File: config.mk
export PLATFORM = sky130hd
export DESIGN_NAME = manchester_tx_enc
export DESIGN_NICKNAME = d
export VERILOG_FILES = /design/src/rtl/mte_pkg.sv /design/src/rtl/mte_clkdiv.sv /design/src/rtl/mte_sampler.sv /design/src/rtl/mte_encoder.sv /design/src/rtl/manchester_tx_enc.sv
export SDC_FILE = /design/constraint.sdc
export NUM_CORES = 1
export LEC_CHECK = 0
export ABC_CLOCK_PERIOD_IN_PS = 1700
export BUFFER_PORTS_ARGS = -buffer_cell sky130_fd_sc_hd__buf_4
export CAP_MARGIN = 10
export CORE_AREA = 10 10 47 49
export DETAILED_ROUTE_END_ITERATION = 8
export DIE_AREA = 0 0 57 59
export GPL_TIMING_DRIVEN = 0
export PLACE_DENSITY = 0.44
export SLEW_MARGIN = 20
export SYNTH_ARGS = -nofsm -noshare
export SYNTH_HDL_FRONTEND = slang
export SYNTH_HIERARCHICAL = 1
export SYNTH_SLANG_ARGS = --single-unit
export TNS_END_PERCENT = 1
File: constraint.sdc
create_clock -name clk2x -period 1.7 [get_ports clk2x]
set_clock_uncertainty 0.15 [all_clocks]
set_input_delay 0.085 -clock clk2x [delete_from_list [all_inputs] [get_ports clk2x]]
set_output_delay 0.085 -clock clk2x [all_outputs]
set_load 0.02 [all_outputs]
File: src/rtl/mte_pkg.sv
package mte_pkg;

  // Line level encoding used on line_pos
  localparam logic LVL_POS = 1'b1;
  localparam logic LVL_NEG = 1'b0;

  // One captured bit-time sample
  typedef struct packed {
    logic en;
    logic d;
  } mte_sample_t;

  // Level of the first half-cell: a one leads negative
  function automatic logic lead_level(input logic d);
    return d ? LVL_NEG : LVL_POS;
  endfunction

  // Level of the second half-cell: a one trails positive
  function automatic logic trail_level(input logic d);
    return d ? LVL_POS : LVL_NEG;
  endfunction

endpackage

File: src/rtl/mte_clkdiv.sv
module mte_clkdiv (
  input  logic clk2x,
  input  logic rst,
  output logic bit_clk,
  output logic cell_start
);

  logic phase_q;

  always_ff @(posedge clk2x) begin
    if (rst) phase_q <= 1'b0;
    else     phase_q <= ~phase_q;
  end

  assign bit_clk    = phase_q;
  // The coming edge is a bit_clk rising edge
  assign cell_start = ~phase_q;

  AST_BITCLK_TOGGLE: assert property (@(posedge clk2x) disable iff (rst)
    1'b1 |=> (bit_clk != $past(bit_clk)));

endmodule

File: src/rtl/mte_sampler.sv
module mte_sampler
  import mte_pkg::*;
(
  input  logic        clk2x,
  input  logic        rst,
  input  logic        cell_start,
  input  logic        tx_data,
  input  logic        tx_en,
  output mte_sample_t smp
);

  always_ff @(posedge clk2x) begin
    if (rst)             smp <= '0;
    else if (cell_start) smp <= '{en: tx_en, d: tx_data};
  end

  AST_SAMPLE_HOLD: assert property (@(posedge clk2x) disable iff (rst)
    !cell_start |=> $stable(smp));

endmodule

File: src/rtl/mte_encoder.sv
module mte_encoder
  import mte_pkg::*;
(
  input  logic        clk2x,
  input  logic        rst,
  input  logic        cell_start,
  input  mte_sample_t smp,
  input  logic        idle_zero_sel,
  output logic        line_pos,
  output logic        drive_en,
  output logic        busy_n
);

  logic active_q;
  logic bit_q;

  always_ff @(posedge clk2x) begin
    if (rst) begin
      active_q <= 1'b0;
      bit_q    <= 1'b0;
      line_pos <= LVL_POS;
      drive_en <= ~idle_zero_sel;
      busy_n   <= 1'b1;
    end else if (cell_start) begin
      if (smp.en) begin
        active_q <= 1'b1;
        bit_q    <= smp.d;
        line_pos <= lead_level(smp.d);
        drive_en <= 1'b1;
        busy_n   <= 1'b0;
      end else begin
        active_q <= 1'b0;
        line_pos <= LVL_POS;
        drive_en <= ~idle_zero_sel;
        busy_n   <= 1'b1;
      end
    end else begin
      if (active_q) begin
        line_pos <= trail_level(bit_q);
      end else begin
        line_pos <= LVL_POS;
        drive_en <= ~idle_zero_sel;
      end
    end
  end

  AST_MID_CELL_FLIP: assert property (@(posedge clk2x) disable iff (rst)
    (!cell_start && active_q) |=> (line_pos != $past(line_pos)));

  AST_IDLE_POSITIVE: assert property (@(posedge clk2x) disable iff (rst)
    busy_n |-> (line_pos == LVL_POS));

  AST_IDLE_SELECT: assert property (@(posedge clk2x) disable iff (rst)
    busy_n |-> (drive_en == !$past(idle_zero_sel)));

  AST_BUSY_DRIVES: assert property (@(posedge clk2x) disable iff (rst)
    !busy_n |-> drive_en);

endmodule

File: src/rtl/manchester_tx_enc.sv
module manchester_tx_enc
  import mte_pkg::*;
(
  input  logic clk2x,
  input  logic rst,
  input  logic tx_data,
  input  logic tx_en,
  input  logic idle_zero_sel,
  output logic bit_clk,
  output logic line_pos,
  output logic drive_en,
  output logic busy_n
);

  logic        cell_start;
  mte_sample_t smp;

  mte_clkdiv u_div (
    .clk2x      (clk2x),
    .rst        (rst),
    .bit_clk    (bit_clk),
    .cell_start (cell_start)
  );

  mte_sampler u_smp (
    .clk2x      (clk2x),
    .rst        (rst),
    .cell_start (cell_start),
    .tx_data    (tx_data),
    .tx_en      (tx_en),
    .smp        (smp)
  );

  mte_encoder u_enc (
    .clk2x         (clk2x),
    .rst           (rst),
    .cell_start    (cell_start),
    .smp           (smp),
    .idle_zero_sel (idle_zero_sel),
    .line_pos      (line_pos),
    .drive_en      (drive_en),
    .busy_n        (busy_n)
  );

  AST_RESET_IDLE: assert property (@(posedge clk2x)
    $past(rst) |-> (busy_n && !bit_clk));

endmodule

==> flow_metrics.tcl, run 1 <==
set metrics [dict create \
    outcome "complete, no violations" \
    h-tree-depth 1 \
    synth_area_um2 282 \
    syn-num-nets 31 \
    switching_share_pct 22.0 \
    ys_seq_area_share_pct 60.4 \
    synth_top_area_cell "dfxtp_1" \
    drive_gt1_share_pct 31.0 \
    die_w_um 57 \
    drt-initial-drc-count 10 \
    synthTopCellsByArea "dfxtp_1 50%, edfxtp_1 11%, mux2i_1 7.1%" \
    ios 9 \
    avgSynthCellArea_um2 10.8 \
    path_cells "inv_1 -> nand2b_1 -> or2_2" \
    numPortBuffers 8 \
    ys.flop_type "dfxtp_1" \
    wire_per_inst_um 9.36 \
    hold_viol 0 \
    root_buffer "clkbuf_4" \
    nets 48 \
    dieArea_mm2 0.00336 \
    ant_nets 0 \
    rows 14 \
    seq_power_share_pct 50.9 \
    dr.pass1.iters 3 \
    num_vias 225 \
    tightest_slew_ns 0.249 \
    numCtsBuffers 3 \
    rsz0062_at_grt "no" \
    whs_ns 0.290 \
    grt_pass1_wl_um 972 \
    critPathKind "reg -> reg" \
    dieHeight_um 59 \
    dp_hpwl_um 433 \
    crit_path_max_fanout 8 \
    post-route-period-util_pct 78.5 \
    slowest_delay_ns 0.34 \
    clockBufferDepth 2 \
    leakagePower_nw 0.180 \
    grt_max_degree 10 \
    p_comb_share_pct 11.6 \
    fill_cells 158 \
    grt-ovfl-total 0 \
    grtUsageTotal_pct 3.81 \
    crit_family "simple AND/OR/NAND/NOR gates" \
    pwr_density_cell_mw_per_mm2 949 \
    synth_top_area_share_pct 49.8 \
    p_switching_mw 0.0892 \
    max-vdd-ir-drop_mv 0.434 \
    totalWireLength_um 543 \
    drcViolationCount 0 \
    worst-r2r-setup-slack_ns 0.37 \
    synth_common_cells "7 x dfxtp_1, 3 x nor2_1, 2 x a21o_1, 2 x a21oi_1, 2 x mux2i_1" \
    clk_pin_slew_ns 0.05 \
    arrival_ns 1.19 \
    slew_viol_final 0 \
    cts.sinks 8 \
    clockPowerShare_pct 37.5 \
    max_freq_mhz 750 \
    routabilityCongestion 0.698 \
    initial_utilization_pct 20.1 \
    synth_edf_count 1 \
    finalSetupViolations 0 \
    routed_via_density 3.88 \
    end_kind "flip-flop" \
    max-slew-margin-rel_pct 83.4 \
    hold_path_class "reg -> reg" \
    antenna_cells 0 \
    cp_slowest_cell "dfxtp_1" \
    fin_tns_setup_ns 0 \
    maxCapViolations 0 \
    synthDistinctLibCells 15 \
    synth-async-reset-ratio_pct 0 \
    cp.buffers_inverters 1 \
    coreArea_mm2 0.00140 \
    post-route-min-period_ns 1.33 \
    p_int_mw 0.317 \
    antenna_found_initial 0 \
    synth_cells 26 \
    insertion_delay_ns 0.25 \
    areaGrowthSynthToFinish_pct 52.0 \
    required_ns 1.56 \
    grt_pass1_vias 230 \
    cts_tree "yes" \
    yosysMostFrequentCell "dfxtp_1" \
    ys_warn_count 6 \
    design_area_um2 428 \
    ys_ff_latch 8 \
    cp-start-kind "flip-flop" \
    placed_area_um2 362 \
]
## flip-flops by register name (all words and copies together), names as in the netlist
name            flops
u_enc/busy_n        1
u_div/bit_clk       1
u_enc/line_pos      1
u_smp/smp           2
u_enc/active_q      1
u_enc/drive_en      1
u_enc/bit_q         1
## cells in the final DEF (no fill, tap or decap), drive strengths merged
| cell | count |
|---|---|
| a21o | 2 |
| nand2b | 1 |
| buf | 8 |
| or2 | 2 |
| o21ai | 1 |
| or3b | 1 |
| nand2 | 1 |
| a21oi | 2 |
| dlygate4sd3 | 4 |
| nor2 | 3 |
| inv | 1 |
| a21bo | 1 |
| nand3 | 1 |
| dfxtp | 7 |
| edfxtp | 1 |
| clkbuf | 4 |
| mux2i | 2 |
## kinds of logic (layout without fill, tap and decap cells)
family	count (synthesis)	in the layout	synth area share (%)
AO/OA/AOI/OAI	6	6	14.2
buffers and inverters	1	17	1.33
flip-flops	8	8	60.4
multiplexers	2	2	7.11
AND/OR/NAND/NOR	9	9	16.9
## power groups by stage
stage                     Sequential [mW]  Combinational (mW)  Clock, mW
after floorplan                     0.216              0.0143          0
after global placement              0.210              0.0398          0
after detailed placement            0.211              0.0405          0
after CTS                           0.207              0.0479      0.160
after global routing                0.208              0.0524      0.173
final                               0.207              0.0470      0.152
## final timing paths
check / start / to / cells past startpoint
min reg2reg: u_div/bit_clk$_SDFF_PP0_ / u_div/bit_clk$_SDFF_PP0_ / 1
min: u_div/bit_clk$_SDFF_PP0_ / u_div/bit_clk$_SDFF_PP0_ / 1
max reg2reg: u_div/bit_clk$_SDFF_PP0_ / u_enc/drive_en$_DFFE_PP_ / 3
max: u_div/bit_clk$_SDFF_PP0_ / u_enc/drive_en$_DFFE_PP_ / 3
## worst register-to-register path, cell delays in order, from the launching register on
cell	delay, ns
dfxtp_1	0.34
inv_1	0.14
nand2b_1	0.19
or2_2	0.28
## per-layer routing
layer / global-route usage [%] / wire length [µm] / up-vias
li1: - / - / 120
met2: 4.96 / 247 / 5
met3: 2.79 / 35 / 2
met4: 3.02 / 8 / 0
met1: 4.05 / 251 / 98
met5: 0 / 0 / -
## final cells by class
| class | instances | area, µm² | area share (%) |
|---|---|---|---|
| clock buffer | 4 | 26.3 | 6.14 |
| timing repair buffer | 12 | 100 | 23.4 |
| multi-input combinational | 17 | 108 | 25.1 |
| tap | 16 | 20.0 | 4.68 |
| sequential | 8 | 170 | 39.8 |
| inverter | 1 | 3.75 | 0.877 |
## timing repair
action                     4_1_cts  5_1_grt
hold endpoints to repair         8        0
gates resized for setup          0        0
buffers inserted                 0        0
hold buffers                     4        0
setup endpoints to repair        0        0
## stage by stage
step	std cells	worst slack [ns]	power [mW]	utilization, %
final	58	0.366	0.406	30.5
after global routing	58	0.284	0.433	30.5
after CTS	58	0.366	0.415	30.5
after detailed placement	50	0.371	0.251	25.8
after global placement	50	0.390	0.250	25.8
after floorplan	26	0.267	0.231	-
Note: power is estimated with default switching activity, not from simulation.
==> run 2: changes to the inputs <==
Settings changed: ABC_CLOCK_PERIOD_IN_PS 1700 to 1230.
Clock period 1.7 ns to 1.23 ns, I/O delays scaled along.
==> run 2 against run 1 <==
Compared with the run above:
- sequential cell count stayed put
- largest power group unchanged
- largest cell class unchanged
- core utilization rose by 1.2 points
- sequential share of layout area decreased by 0.61 points
- global-route usage increased by 0.17 points
- non-clock buffer count is the same
- via count increased by 6.2%
- clock power up 44%
- critical path type unchanged
- clock-buffer cell count stayed put
==> flow_metrics.tcl, run 2 (synthesis gave the netlist of run 1 again) <==
set metrics [dict create \
    seq_power_share_pct 50.1 \
    drt-initial-drc-count 3 \
    largest_reg_flops 2 \
    top_register "u_smp/smp" \
    wire_per_inst_um 9.71 \
    h-tree-depth 1 \
    dieHeight_um 59 \
    p_int_mw 0.440 \
    clockPowerShare_pct 38.2 \
    slew_viol_final 0 \
    routabilityCongestion 0.660 \
    r2r-end "u_enc/line_pos$_SDFF_PP1_" \
    initial_utilization_pct 20.1 \
    max-vdd-ir-drop_mv 0.533 \
    num_vias 239 \
    outcome "complete, no violations" \
    grt_max_degree 10 \
    drive_gt1_share_pct 38.1 \
    numCtsBuffers 3 \
    cp_slowest_cell "dfxtp_4" \
    dp_hpwl_um 430 \
    final_cell_mix "8 x buf_4, 6 x dfxtp_1, 4 x dlygate4sd3_1" \
    slowest_delay_ns 0.36 \
    rsz0062_at_grt "no" \
    cp-start-kind "flip-flop" \
    leakagePower_nw 0.189 \
    whs_ns 0.288 \
    cp-startpoint "u_div/bit_clk$_SDFF_PP0_" \
    crit_family "flip-flops" \
    worst-r2r-setup-slack_ns 0.05 \
    numPortBuffers 8 \
    max-slew-margin-rel_pct 91.6 \
    insertion_delay_ns 0.26 \
    cts_tree "yes" \
    critPathKind "reg -> reg" \
    dieArea_mm2 0.00336 \
    totalWireLength_um 563 \
    grt_pass1_wl_um 979 \
    clk_pin_slew_ns 0.05 \
    p_switching_mw 0.133 \
    hold_path_class "reg -> reg" \
    r2r-start "u_div/bit_clk$_SDFF_PP0_" \
    path_cells "inv_4 -> or3b_1 -> a21o_1" \
    crit_cells 3 \
    cp.buffers_inverters 1 \
    p_comb_share_pct 11.8 \
    root_buffer "clkbuf_4" \
    rows 14 \
    required_ns 1.23 \
    grtUsageTotal_pct 3.98 \
    max_freq_mhz 846 \
    arrival_ns 1.18 \
    post-route-min-period_ns 1.18 \
    pwr_density_cell_mw_per_mm2 1290 \
    ios 9 \
    fin_tns_setup_ns 0 \
    placed_area_um2 375 \
    post-route-period-util_pct 96.1 \
    nets 48 \
    finalPower_mw 0.573 \
    die_w_um 57 \
    end_kind "flip-flop" \
    final_common_cell "buf_4" \
    cts.sinks 8 \
    tightest_slew_ns 0.123 \
    dr.pass1.iters 2 \
    utilization_pct 31.7 \
    fill_cells 158 \
    r2r.worst_path.cells 3 \
    antenna_found_initial 0 \
    drcViolationCount 0 \
    cp-endpoint "u_enc/line_pos$_SDFF_PP1_" \
    antenna_cells 0 \
    switching_share_pct 23.2 \
    coreArea_mm2 0.00140 \
    grt_pass1_vias 253 \
    maxCapViolations 0 \
    areaGrowthSynthToFinish_pct 57.8 \
    clockBufferDepth 2 \
    routed_via_density 4.12 \
    crit_path_max_fanout 8 \
    grt-ovfl-total 0 \
    finalSetupViolations 0 \
    hold_viol 0 \
    ant_nets 0 \
    design_area_um2 444 \
]
[run 2: cell count changes in the layout (fill, tap and decap cells not counted)]
| cell | before | now |
|---|---|---|
| dfxtp_4 | 0 | 1 |
| inv_1 | 1 | 0 |
| or2_4 | 0 | 1 |
| nand2b_4 | 0 | 1 |
| or2_2 | 1 | 0 |
| dfxtp_1 | 7 | 6 |
| nand2b_1 | 1 | 0 |
| inv_4 | 0 | 1 |
[run 2: per-layer routing]
layer / up-vias / share of wire [%] / track usage (%)
met3: 4 / 8.2 / 1.72
met5: - / 0 / 0
met1: 107 / 42 / 3.45
met2: 8 / 46 / 5.74
li1: 120 / - / -
met4: 0 / 4.1 / 6.04
[run 2: worst min path at each step]
stage	slack, ns	cells past startpoint	end	from
5_1_grt	0.31	1	u_div/bit_clk$_SDFF_PP0_	u_div/bit_clk$_SDFF_PP0_
4_1_cts	0.29	1	u_div/bit_clk$_SDFF_PP0_	u_div/bit_clk$_SDFF_PP0_
3_3_place_gp	0.13	2	u_div/bit_clk$_SDFF_PP0_	rst
3_5_place_dp	0.13	2	u_div/bit_clk$_SDFF_PP0_	rst
6_report	0.29	1	u_div/bit_clk$_SDFF_PP0_	u_div/bit_clk$_SDFF_PP0_
2_1_floorplan	-0.03	1	u_div/bit_clk$_SDFF_PP0_	rst
[run 2: what timing repair did]
item,in CTS,in global routing
endpoints found under the setup margin,0,1
hold buffers,4,0
setup buffers,0,0
endpoints found under the hold margin,8,0
gates resized for setup,0,1
[run 2: final cells by class]
type / instances / area (µm²) / share of cell area (%)
sequential: 8 / 174 / 39.2
multi-input combinational: 17 / 118 / 26.5
inverter: 1 / 6.26 / 1.41
tap: 16 / 20.0 / 4.51
timing repair buffer: 12 / 100 / 22.5
clock buffer: 4 / 26.3 / 5.92
[run 2: per-stage QoR]
step | worst slack, ns | cells
6_report | 0.0481 | 58
5_1_grt | 0.0168 | 58
4_1_cts | 0.0215 | 58
3_5_place_dp | 0.0268 | 50
3_3_place_gp | 0.0402 | 50
2_1_floorplan | 0.00536 | 26
[run 2: power groups by stage]
stage | clock, mW | combinational, mW | sequential [mW]
after floorplan | 0 | 0.0222 | 0.301
after global routing | 0.249 | 0.0746 | 0.289
final | 0.219 | 0.0675 | 0.287
after global placement | 0 | 0.0574 | 0.293
after detailed placement | 0 | 0.0582 | 0.293
after CTS | 0.236 | 0.0685 | 0.287
